`config.mk`:
```
export PLATFORM = sky130hd
export DESIGN_NAME = mesif_line_ctrl
export DESIGN_NICKNAME = d
export VERILOG_FILES = /design/src/rtl/mesif_pkg.sv /design/src/rtl/mesif_cpu_fsm.sv /design/src/rtl/mesif_snoop_fsm.sv /design/src/rtl/mesif_state_table.sv /design/src/rtl/mesif_line_ctrl.sv
export SDC_FILE = /design/constraint.sdc
export NUM_CORES = 1
export LEC_CHECK = 0
export BUFFER_PORTS_ARGS = -buffer_cell sky130_fd_sc_hd__buf_4
export CAP_MARGIN = 20
export CORE_MARGIN = 8
export CORE_UTILIZATION = 50
export DETAILED_ROUTE_END_ITERATION = 10
export PLACE_DENSITY = 0.77
export REMOVE_ABC_BUFFERS = 1
export SLEW_MARGIN = 20
export SYNTH_ARGS = -nofsm -noshare
export SYNTH_HDL_FRONTEND = slang
export SYNTH_SLANG_ARGS = --single-unit
```
`constraint.sdc`:
```
create_clock -name clk -period 2.3 [get_ports clk]
set_clock_uncertainty 0.2 [all_clocks]
set_input_delay 0.46 -clock clk [delete_from_list [all_inputs] [get_ports clk]]
set_output_delay 0.46 -clock clk [all_outputs]
set_load 0.05 [all_outputs]
```
`src/rtl/mesif_pkg.sv`:
```
package mesif_pkg;
  typedef enum logic [2:0] {
    ST_I = 3'd0,
    ST_S = 3'd1,
    ST_E = 3'd2,
    ST_F = 3'd3,
    ST_M = 3'd4
  } line_st_e;

  typedef enum logic [1:0] {
    CMD_NONE = 2'd0,
    CMD_RD   = 2'd1,
    CMD_RDX  = 2'd2,
    CMD_UPG  = 2'd3
  } bus_cmd_e;

  localparam int unsigned ST_W = 3;
endpackage

```
`src/rtl/mesif_cpu_fsm.sv`:
```
module mesif_cpu_fsm
  import mesif_pkg::*;
(
  input  line_st_e cur,
  input  logic     wr,
  input  logic     shared_in,
  output line_st_e nxt,
  output bus_cmd_e cmd
);
  always_comb begin
    nxt = cur;
    cmd = CMD_NONE;
    if (wr) begin
      nxt = ST_M;
      unique case (cur)
        ST_I:       cmd = CMD_RDX;
        ST_S, ST_F: cmd = CMD_UPG;
        default:    cmd = CMD_NONE;
      endcase
    end else if (cur == ST_I) begin
      cmd = CMD_RD;
      nxt = shared_in ? ST_F : ST_E;
    end
  end
endmodule

```
`src/rtl/mesif_snoop_fsm.sv`:
```
module mesif_snoop_fsm
  import mesif_pkg::*;
(
  input  line_st_e cur,
  input  bus_cmd_e scmd,
  output line_st_e nxt,
  output logic     do_flush,
  output logic     do_supply
);
  always_comb begin
    nxt       = cur;
    do_flush  = 1'b0;
    do_supply = 1'b0;
    unique case (scmd)
      CMD_RD: begin
        do_flush  = (cur == ST_M);
        do_supply = (cur == ST_F);
        if (cur == ST_M || cur == ST_E || cur == ST_F) nxt = ST_S;
      end
      CMD_RDX, CMD_UPG: begin
        do_flush = (cur == ST_M);
        nxt      = ST_I;
      end
      default: nxt = cur;
    endcase
  end
endmodule

```
`src/rtl/mesif_state_table.sv`:
```
module mesif_state_table
  import mesif_pkg::*;
#(
  parameter int unsigned NUM_LINES = 4,
  localparam int unsigned IDXW = (NUM_LINES > 1) ? $clog2(NUM_LINES) : 1
) (
  input  logic                        clk,
  input  logic                        rst_n,
  input  logic                        we,
  input  logic [IDXW-1:0]             widx,
  input  line_st_e                    wdata,
  input  logic [IDXW-1:0]             ridx_a,
  input  logic [IDXW-1:0]             ridx_b,
  output line_st_e                    rdata_a,
  output line_st_e                    rdata_b,
  output logic [ST_W*NUM_LINES-1:0]   flat
);
  line_st_e st [NUM_LINES];

  for (genvar i = 0; i < NUM_LINES; i++) begin : g_line
    always_ff @(posedge clk) begin
      if (!rst_n)                              st[i] <= ST_I;
      else if (we && widx == IDXW'(i))         st[i] <= wdata;
    end
    assign flat[i*ST_W +: ST_W] = st[i];
  end

  assign rdata_a = st[ridx_a];
  assign rdata_b = st[ridx_b];
endmodule

```
`src/rtl/mesif_line_ctrl.sv`:
```
module mesif_line_ctrl
  import mesif_pkg::*;
#(
  parameter int unsigned NUM_LINES = 4,
  localparam int unsigned IDXW = (NUM_LINES > 1) ? $clog2(NUM_LINES) : 1
) (
  input  logic                        clk,
  input  logic                        rst_n,
  input  logic                        cpu_valid,
  output logic                        cpu_ready,
  input  logic                        cpu_write,
  input  logic [IDXW-1:0]             cpu_line,
  input  logic                        shared_in,
  input  logic                        snp_valid,
  input  logic [1:0]                  snp_cmd,
  input  logic [IDXW-1:0]             snp_line,
  output logic                        shared_out,
  output logic [1:0]                  bus_cmd,
  output logic [IDXW-1:0]             bus_line,
  output logic                        flush,
  output logic                        supply,
  output logic [ST_W*NUM_LINES-1:0]   state_vec
);
  line_st_e cpu_cur, snp_cur, cpu_nxt, snp_nxt, wdata;
  bus_cmd_e cpu_cmd;
  logic     snp_fl, snp_sp, cpu_take, we;
  logic [IDXW-1:0] widx;

  mesif_state_table #(.NUM_LINES(NUM_LINES)) u_table (
    .clk(clk), .rst_n(rst_n), .we(we), .widx(widx), .wdata(wdata),
    .ridx_a(cpu_line), .ridx_b(snp_line),
    .rdata_a(cpu_cur), .rdata_b(snp_cur), .flat(state_vec)
  );

  mesif_cpu_fsm u_cpu (
    .cur(cpu_cur), .wr(cpu_write), .shared_in(shared_in),
    .nxt(cpu_nxt), .cmd(cpu_cmd)
  );

  mesif_snoop_fsm u_snp (
    .cur(snp_cur), .scmd(bus_cmd_e'(snp_cmd)),
    .nxt(snp_nxt), .do_flush(snp_fl), .do_supply(snp_sp)
  );

  assign cpu_ready  = !snp_valid;
  assign cpu_take   = cpu_valid && !snp_valid;
  assign shared_out = snp_valid && (snp_cur != ST_I);
  assign we         = snp_valid || cpu_take;
  assign widx       = snp_valid ? snp_line : cpu_line;
  assign wdata      = snp_valid ? snp_nxt  : cpu_nxt;

  always_ff @(posedge clk) begin
    if (!rst_n) begin
      bus_cmd  <= CMD_NONE;
      bus_line <= '0;
      flush    <= 1'b0;
      supply   <= 1'b0;
    end else begin
      bus_cmd <= cpu_take ? cpu_cmd : CMD_NONE;
      if (cpu_take && cpu_cmd != CMD_NONE) bus_line <= cpu_line;
      flush   <= snp_valid && snp_fl;
      supply  <= snp_valid && snp_sp;
    end
  end
endmodule

```
# After elaboration in Yosys (flattened, before gate mapping)
# Memory sizes are Yosys's and may differ from the RTL's.
# Cells that the tools add are included.
# classes
n_eq_ne	11
muxes	29
bitwise	4
reduce_logical	21
# op_table
op	n
3-bit two-way mux	8
1-bit two-way mux	17
3-bit by 2-bit equality test with 1-bit output, second input constant	3
1-bit logical AND	9
2-bit equality test, second input constant	4
3-bit case mux with 2 select lines	1
2-bit by 1-bit equality test with 1-bit output, second input constant	2
2-bit two-way mux	2
1-bit OR	4
2-bit case mux with 2 select lines	1
2-bit OR reduction	2
3-bit by 1-bit equality test with 1-bit output, second input constant	1
3-bit equality test, second input constant	1
3-bit zero test	1
1-bit logical OR	3
3-bit nonzero test	1
3-bit OR reduction	1
2-bit zero test	1
2-bit AND reduction	1
2-bit nonzero test	1
1-bit zero test	1
# word_totals
regBits	6
ramBits	12
input_bits	12
output_inout_bits	20
word_cells	70
n_memories	1
# mem_list
name	depth	width	read_ports	rd_clocked_by_memory_dff	write_ports	line_no	source
u_table.st	4	3	6	0	4	mesif_state_table.sv:18	line_st_e st [NUM_LINES];

# Depth between registers and ports, before layout
# Gate-level depths: netlist of run 1.
# logic_depth
ltp_word	8
mapped_depth	5

# By module
# From an unflattened synthesis of run 1, not the netlist that was laid out.
# hier_totals
cells_unflattened	90
hier_area_um2	1103.6
# by_module_without_submodules
mod	instances	cells_each	area_per_inst_um2
mesif_state_table	1	41	668.1
mesif_line_ctrl	1	28	300.3
mesif_snoop_fsm	1	11	73.8
mesif_cpu_fsm	1	10	61.3

# Worst setup path before layout of run 1
# OpenSTA, ideal clock, no wires.
# synth_path
kind	reg-to-output
from	memory u_table.st[1][1] (netlist name)
to	output shared_out
arrival_ns	1.846
t_required_ns	1.640
slack_ns	-0.206
stages_incl_launch_ff	5
path_buffers	0
path_cell_list	edfxtp_1 -> mux4_2 -> or2_1 -> nor2_1 -> nor2_1
# synth_lines
item	line_no	source
start: declaration	mesif_state_table.sv:18	
end: declaration	mesif_line_ctrl.sv:17	output logic shared_out,

==> impl_metrics.toml, run 1 <==
[critical_path]
endpoint_kind = "output pin"
crit_fanout = 2
arrival_ps = 1780
cp-start-kind = "register"
required_ps = 1640
worst-setup-path-type = "reg -> out"

[synthesis]
synth_fa_ha_area_frac = 0
yosysWarnings = 0
synth-simple-area-share = 0.188
synth_top_family_by_area = "simple AND/OR/NAND/NOR gates"
ys_top_cells_by_area = "edfxtp_1, mux4_2, dfxtp_1, nor2_1, nand2_1"
ys_seq_area_frac = 0.437
synthTopCellsByCount = "nor2_1, edfxtp_1, nand2_1"
syn_inst = 101
async_reset_ff_frac = 0
ys.flop_type = "edfxtp_1"
yosys.area.top_type_share = 0.328
synth.largest_area_cell = "edfxtp_1"
avgSynthCellArea_sq_um = 10.9
synthDistinctLibCells = 32
synthXorXnorAreaFrac = 0.0319
synth_most_common_cell = "nor2_1"
synth-compound-area-share = 0.125
syn-cell-area_sq_um = 1100
ys_seq_elements = 18
muxShareOfSynthArea = 0.181
synth-edff-count = 12

[clock_tree]
cts_buffer_depth = 2
cts_max_level = 1
cts-root-buf = "clkbuf_4"
cts_made_buffers = 3
cts_num_sinks = 18
cts_hold_buf = 0
clk_latency_ps = 290
clkTransAtPathRegs_ps = 110
cts_tree = "done"

[global_route]
grt-ovfl-total = 0
grt_pass1_vias = 1006
grt_pass1_wl_mm = 4.89
grtUsageTotal = 0.155
antenna_found_initial = 0
grt_max_degree = 16

[worst_hold_path]
hp-class = "in -> reg"

[layout]
diodes = 0
n_fill_cell = 170
syn_to_final_growth_pct = 34.7
nets = 159
drive_above_1_share = 0.418
fin_util = 0.690

[floorplan]
core_area_sq_um = 2150
die_w_um = 62.9
io_pins = 32
row_count = 17
start_util = 0.512
die_area_sq_um = 3960
die_h_um = 62.9

[sta]
rsz0062_at_grt = "true"
drv_slew = 0
fin_crit_ps = 2440
tightest_slew_ps = 495
hold_ws_ps = 209
slew_headroom = 0.667
finalCritPeriodShare = 1.06
setup_viol = 1
setup_ws_ps = -138
maxClockFrequency_mhz = 410
finalHoldViolCount = 0

[power]
ir_drop_mv = 0.518
power.density_nw_per_um2 = 561
swShare = 0.346
p_sw_mw = 0.288
clock_power_share = 0.197
p_comb_frac = 0.349
internal_power_mw = 0.543
pwr-share-seq = 0.454
total_leakage_power_nw = 0.622

[routing]
drc = 0
vias_per_cell = 5.93
ant_nets = 0
detailedRoute.firstIterationViolations = 53
via_count = 1032
wire_per_inst_um = 17.8
wirelength_mm = 3.10
drt_pass1_iterations = 4

[place]
gp_congestion = 0.892
portBuffers = 31
dpl.hpwl_mm = 2.36

[run_status]
violations = "negative setup slack"
outcome = "finished with violations"

[run]
maxCapViolations = 0
==> power groups by stage <==
stage | Combinational (mW) | Clock, mW | Sequential, mW
after floorplan | 0.109 | 0 | 0.443
after global placement | 0.264 | 0 | 0.387
after detailed placement | 0.272 | 0 | 0.387
after CTS | 0.285 | 0.164 | 0.377
after global routing | 0.305 | 0.185 | 0.379
final | 0.290 | 0.163 | 0.378
==> cells in the final DEF (no fill, tap or decap), types with 2 or more instances in the layout <==
| master | count |
|---|---|
| a21oi_1 | 5 |
| and2_1 | 2 |
| buf_4 | 44 |
| clkbuf_4 | 3 |
| dfxtp_1 | 6 |
| edfxtp_1 | 12 |
| inv_1 | 3 |
| mux2i_1 | 3 |
| mux4_2 | 7 |
| nand2_1 | 10 |
| nand2b_1 | 2 |
| nand3_1 | 4 |
| nor2_1 | 15 |
| nor3_1 | 2 |
| o21ai_0 | 5 |
| o21ai_1 | 2 |
| xor2_1 | 4 |
==> worst paths after layout <==
path	end	slack (ps)	depth (start not counted)	start
hold reg to reg	bus_line[1]	270	2	bus_line[1]
setup reg to reg	u_table.st[0][1]	30	6	u_table.st[3][1]
hold / removal	bus_cmd[1]	210	3	cpu_write
setup / recovery	shared_out	-140	5	u_table.st[3][1]
==> critical path: stages (launching register included) <==
cell	delay, ps
edfxtp_1	440
mux4_2	500
or2_1	250
nor2_1	90
nor2_1	50
buf_6	150
==> final cells by class <==
| type | count | area (sq um) | share of cell area |
|---|---|---|---|
| inverters | 3 | 11.3 | 0.00760 |
| clock inverters | 1 | 3.75 | 0.00253 |
| multi-input cells | 76 | 587 | 0.396 |
| flip-flops and latches | 18 | 480 | 0.324 |
| clock buffers | 3 | 22.5 | 0.0152 |
| well taps | 28 | 35.0 | 0.0236 |
| repair buffers | 45 | 342 | 0.231 |
==> per-stage QoR <==
| stage | power [mW] | cells | worst slack, ps | area (sq um) | setup TNS (ps) |
|---|---|---|---|---|---|
| floorplan | 0.552 | 97 | -206 | 1070 | -206 |
| detailed placement | 0.659 | 164 | -33.2 | 1400 | -43.6 |
| finish | 0.831 | 174 | -138 | 1480 | -138 |
| global placement | 0.650 | 164 | -8.97 | 1400 | -8.97 |
| CTS | 0.826 | 173 | -135 | 1470 | -135 |
| global route | 0.870 | 174 | -241 | 1480 | -272 |
==> sequential cells by signal, indices dropped and copies added, names as in the netlist <==
register and count:
supply 1, u_table.st 12, bus_cmd 2, bus_line 2, flush 1
==> repair_timing <==
item,4_1_cts,5_1_grt
gates resized for setup,1,1
gates cloned,0,0
endpoints found under the setup margin,1,1
pin swaps,0,4
setup buffers,5,1
==> routing by layer <==
metal | wire length [um] | share of wire | track usage
met5 | 0 | 0 | 0
met4 | 14 | 0.0045 | 0.0741
met3 | 262 | 0.085 | 0.0323
met2 | 1680 | 0.54 | 0.270
met1 | 1140 | 0.37 | 0.173
==> kinds of logic (layout without fill, tap and decap cells) <==
logic type / count (synthesis) / after routing
AND/OR/NAND/NOR: 41 / 41
AO/OA/AOI/OAI: 20 / 20
flip-flops: 18 / 18
multiplexers: 11 / 11
buffers and inverters: 7 / 52
XOR/XNOR: 4 / 4
No activity file was read; power rests on OpenSTA's default activity.
==> inputs of run 2 (changes only) <==
- HOLD_SLACK_MARGIN: not set -> 0.08
- MAX_ROUTING_LAYER: not set -> met4
==> run 2 against run 1 <==
Net effect:
- the run still ends with negative setup slack left
- core utilization did not move
- largest power group unchanged
- largest cell class unchanged
- register-to-register slack barely moved
- combinational power barely moved
==> impl_metrics.toml, run 2 (same netlist as run 1, synthesis figures left out) <==
[power]
clock_power_share = 0.196
pwr-share-seq = 0.455
ir_drop_mv = 0.518
power.density_nw_per_um2 = 561
total_leakage_power_nw = 0.622
p_comb_frac = 0.349
internal_power_mw = 0.543
p_sw_mw = 0.287
swShare = 0.346

[global_route]
grt_pass1_vias = 1001
antenna_found_initial = 0
grt_max_degree = 16
grtUsageTotal = 0.159
grt-ovfl-total = 0
grt_pass1_wl_mm = 4.88

[critical_path]
crit_chain = "mux4_2, or2_1, nor2_1, nor2_1, buf_6"
ff2ff_setup_slack_ps = 30
required_ps = 1640
worst-setup-path-type = "reg -> out"
crit_buf_inv = 1
slowest_stage = "mux4_2"
cp-start-kind = "register"
crit_family = "multiplexers"
slowest_delay_ps = 500
crit_fanout = 2
endpoint_kind = "output pin"
arrival_ps = 1780
critPathMostFrequentCell = "nor2_1"

[sta]
setup_viol = 1
slew_headroom = 0.670
rsz0062_at_grt = "true"
drv_slew = 0
finalHoldViolCount = 0
fin_crit_ps = 2440
finalCritPeriodShare = 1.06
setup_ws_ps = -135
tightest_slew_ps = 490
maxClockFrequency_mhz = 411

[layout]
syn_to_final_growth_pct = 34.7
n_fill_cell = 170
reg_top3 = "u_table.st x12, bus_cmd x2, bus_line x2"
final_cell_mix = "buf_4, nor2_1, edfxtp_1"
nets = 159
final_common_cell = "buf_4"
largest_reg_flops = 12
regMostFlops = "u_table.st"
diodes = 0
finalInstanceArea_sq_um = 1480
drive_above_1_share = 0.418
instances_no_fill = 174

[place]
dp.cells = 164
dpl.hpwl_mm = 2.36
gp_congestion = 0.907
placed_cell_area_sq_um = 1400
portBuffers = 31

[routing]
vias_per_cell = 5.80
wire_per_inst_um = 17.9
drc = 0
detailedRoute.firstIterationViolations = 46
drt_pass1_iterations = 4
wirelength_mm = 3.12
via_count = 1010
ant_nets = 0

[run_status]
outcome = "finished with violations"
violations = "negative setup slack"

[clock_tree]
cts_made_buffers = 3
cts_num_sinks = 18
cts_tree = "done"
cts_buffer_depth = 2
cts-root-buf = "clkbuf_4"
clk_latency_ps = 290
clkTransAtPathRegs_ps = 100
cts_max_level = 1

[floorplan]
start_util = 0.512
die_area_sq_um = 3960
die_h_um = 62.9
row_count = 17
io_pins = 32
core_area_sq_um = 2150
die_w_um = 62.9

[worst_hold_path]
hp-class = "in -> reg"

[run]
maxCapViolations = 0
==> run 2: cell counts in the layout (fill, tap and decap cells not counted) <==
No cell type changed its count.
==> run 2: per-stage QoR <==
step / setup TNS [ps] / worst slack [ps] / total power, mW / hold slack (ps) / util
after floorplan: -206 / -206 / 0.552 / 374 / -
after global placement: -8.97 / -8.97 / 0.650 / 244 / 0.651
after detailed placement: -43.6 / -33.2 / 0.659 / 253 / 0.651
after CTS: -135 / -135 / 0.826 / 204 / 0.682
after global routing: -272 / -241 / 0.870 / 199 / 0.690
final: -135 / -135 / 0.830 / 212 / 0.690
==> run 2: routing by layer <==
metal  global-route usage  vias to the layer above  part of all wire
met1                0.175                      479              0.37
met5                    -                        -                 0
li1                     -                      464                 -
met3               0.0287                        4             0.087
met2                0.274                       63              0.54
met4               0.0655                        0            0.0099
==> run 2: power groups by stage <==
stage	Clock, mW	Sequential [mW]	Combinational, mW
floorplan	0	0.443	0.109
global placement	0	0.387	0.264
detailed placement	0	0.387	0.272
CTS	0.164	0.377	0.285
global route	0.185	0.379	0.305
finish	0.163	0.378	0.290
==> run 2: worst reg2reg max path, cell delays in order, from the launching register on <==
cell,delay [ps]
edfxtp_1,440
buf_4,160
buf_4,140
mux4_2,500
o21bai_1,190
a32oi_2,320
nor2_1,80
==> run 2: worst paths after layout <==
kind                    start  cells after the start               end
min                 cpu_write                      3        bus_cmd[1]
max          u_table.st[3][1]                      5        shared_out
min reg2reg       bus_line[1]                      2       bus_line[1]
max reg2reg  u_table.st[3][1]                      6  u_table.st[0][1]
==> run 2: area by class of cell <==
cell class	instances	area [sq um]	area share
repair buffers	45	342	0.231
multi-input cells	76	587	0.396
flip-flops and latches	18	480	0.324
clock buffers	3	22.5	0.0152
well taps	28	35.0	0.0236
clock inverters	1	3.75	0.00253
inverters	3	11.3	0.00760
==> run 2: repair_timing <==
item                                    in CTS  in global routing
setup buffers                                5                  1
pin swaps                                    0                  4
resized for setup                            1                  1
endpoints found under the setup margin       1                  1
hold endpoints to repair                     0                  0
hold buffers                                 0                  0
==> inputs of run 3 (changes only) <==
- ABC_AREA: not set -> 1
- CORE_UTILIZATION: 50 -> 51
- PLACE_DENSITY: 0.77 -> 0.78
- TNS_END_PERCENT: not set -> 30
==> run 3 against run 2 <==
Net effect:
- the flow now finishes without violations
- first-iteration DRC count up 72%
- setup slack improved by 300 ps
- critical path depth increased by 2
- register-to-register slack gained 490 ps
- global-route usage up 0.31 points
- routed wire length increased by 4.4%
- clock power up 26%
- sequential share of layout area grew 0.53 points
- design area is 1.6% lower
- via count is 17% higher
==> impl_metrics.toml, run 3 <==
[routing]
wl_met1_mm = 1.30
drt_pass1_iterations = 4
vias_per_cell = 5.28
route.met3.wl_um = 336
detailedRoute.firstIterationViolations = 79
drc = 0
wire_per_inst_um = 14.5
topRoutingLayerUsed = "met4"
ant_nets = 0
met2_wirelength_mm = 1.58
via_count = 1183
wirelength_mm = 3.26

[power]
internal_power_mw = 0.548
power.density_nw_per_um2 = 593
ir_drop_mv = 0.460
clock_power_share = 0.237
swShare = 0.366
p_comb_frac = 0.322
pwr-share-seq = 0.442
p_sw_mw = 0.316
total_leakage_power_nw = 0.708

[layout]
drive_above_1_share = 0.306
largest_reg_flops = 12
final_cell_mix = "nand2_1, buf_4, nor2_1"
final_common_cell = "nand2_1"
syn_to_final_growth_pct = 26.6
diodes = 0
nets = 209
reg_top3 = "u_table.st x12, bus_cmd x2, bus_line x2"
regMostFlops = "u_table.st"

[clock_tree]
cts_made_buffers = 3
cts-root-buf = "clkbuf_4"
cts_num_sinks = 18
cts_hold_buf = 0
clkTransAtPathRegs_ps = 110
clk_latency_ps = 310
cts_max_level = 1
cts_tree = "done"
cts_buffer_depth = 2

[synthesis]
synthTopCellsByCount = "nand2_1, nor2_1, nand3_1"
avgSynthCellArea_sq_um = 7.19
async_reset_ff_frac = 0
ys.flop_type = "edfxtp_1"
ys_top_cells_by_area = "edfxtp_1, nand2_1, dfxtp_1, nor2_1, nand3_1"
synth-edff-count = 12
syn-cell-area_sq_um = 1150
synth.largest_area_cell = "edfxtp_1"
yosysWarnings = 0
ys_seq_elements = 18
synth_most_common_cell = "nand2_1"
syn_inst = 160
ys_seq_area_frac = 0.417
synthDistinctLibCells = 22
yosys.area.top_type_share = 0.313

[worst_hold_path]
min_from = "cpu_write"
whs_path_depth = 3
min_to = "bus_cmd[1]"
hp-class = "in -> reg"

[sta]
finalCritPeriodShare = 0.929
rsz0062_at_grt = "false"
slew_headroom = 0.688
setup_viol = 0
finalHoldViolCount = 0
maxClockFrequency_mhz = 468
tightest_slew_ps = 462
drv_slew = 0
fin_crit_ps = 2140
setup_ws_ps = 162
setup_tns_ps = 0

[critical_path]
reg2reg_to = "u_table.st[0][1]"
ff2ff_setup_slack_ps = 520
reg2reg_depth = 9
cp-start-kind = "register"
arrival_ps = 1480
required_ps = 1640
r2r_start = "u_table.st[3][1]"
worst-setup-path-type = "reg -> out"
endpoint_kind = "output pin"
crit_fanout = 5

[place]
dpl.hpwl_mm = 2.51
portBuffers = 31
place_worst_setup_slack_ps = 209
gp_congestion = 0.890

[floorplan]
row_count = 17
die_w_um = 63.5
core_area_sq_um = 2170
die_h_um = 63.5
die_area_sq_um = 4030
start_util = 0.531
io_pins = 32

[global_route]
grt_pass1_wl_mm = 5.16
grt_max_degree = 14
grt_pass1_vias = 1135
antenna_found_initial = 0
grtUsageTotal = 0.162
grt-ovfl-total = 0

[run_status]
outcome = "finished, final reports clean"

[run]
maxCapViolations = 0
==> run 3: changes by cell type after synthesis, sizes merged, moves of 3 or more <==
cell | previous run | this run
inv | 3 | 17
mux2i | 3 | 0
mux4 | 7 | 0
nand2 | 10 | 63
nand2b | 3 | 0
nand3 | 4 | 20
nand4 | 0 | 3
nor2 | 15 | 19
xor2 | 4 | 0
==> run 3: cell families after synthesis <==
kind of cell	count (synthesis)	synth area share
buffers and inverters	21	0.0902
DFF	18	0.417
and+or+nand+nor	107	0.425
AOI/OAI and AO/OA	14	0.0674
==> run 3: final cells by class <==
class,instances,area (sq um)
fill,195,712
sequential,18,480
multi-input combinational,121,567
inverter,17,68.8
clock buffer,4,36.3
tap,28,35.0
timing repair buffer,36,270
==> run 3: worst max path at each step <==
stage	to	cells past startpoint	from
floorplan	shared_out	6	u_table.st[1][1]
global placement	shared_out	9	snp_line[0]
detailed placement	u_table.st[1][2]	6	snp_line[1]
CTS	shared_out	7	u_table.st[3][0]
global route	shared_out	7	u_table.st[3][2]
finish	shared_out	7	u_table.st[1][0]
==> run 3: metrics by stage <==
| stage | cells | hold WS (ps) | utilization | area [sq um] | total power, mW |
|---|---|---|---|---|---|
| final | 224 | 201 | 0.672 | 1460 | 0.864 |
| after global routing | 224 | 203 | 0.672 | 1460 | 0.896 |
| after CTS | 221 | 203 | 0.661 | 1440 | 0.853 |
| after detailed placement | 217 | 311 | 0.645 | 1400 | 0.660 |
| after global placement | 217 | 298 | 0.645 | 1400 | 0.653 |
| after floorplan | 156 | 380 | - | 1120 | 0.563 |
==> run 3: power groups by stage <==
stage / clock network, mW / logic, mW / registers, mW
3_3_place_gp: 0 / 0.264 / 0.389
3_5_place_dp: 0 / 0.270 / 0.390
6_report: 0.205 / 0.278 / 0.382
2_1_floorplan: 0 / 0.115 / 0.448
5_1_grt: 0.213 / 0.300 / 0.383
4_1_cts: 0.200 / 0.271 / 0.382
==> run 3: critical path, stage by stage (launching register included) <==
cell and delay (ps):
edfxtp_1 440, nand2_1 90, nand3_1 80, nand2_1 140, nand2_1 90, o21ai_1 120, inv_1 50, buf_4 180
==> run 3: what timing repair did <==
item,4_1_cts,5_1_grt
buffers inserted,0,3
endpoints found under the setup margin,0,1
gates resized for setup,0,1
==> run 3: routing by layer <==
layer	global-route usage	up-vias
li1	-	589
met1	0.182	537
met2	0.271	52
met3	0.0406	5
met4	0.0585	0
met5	-	-
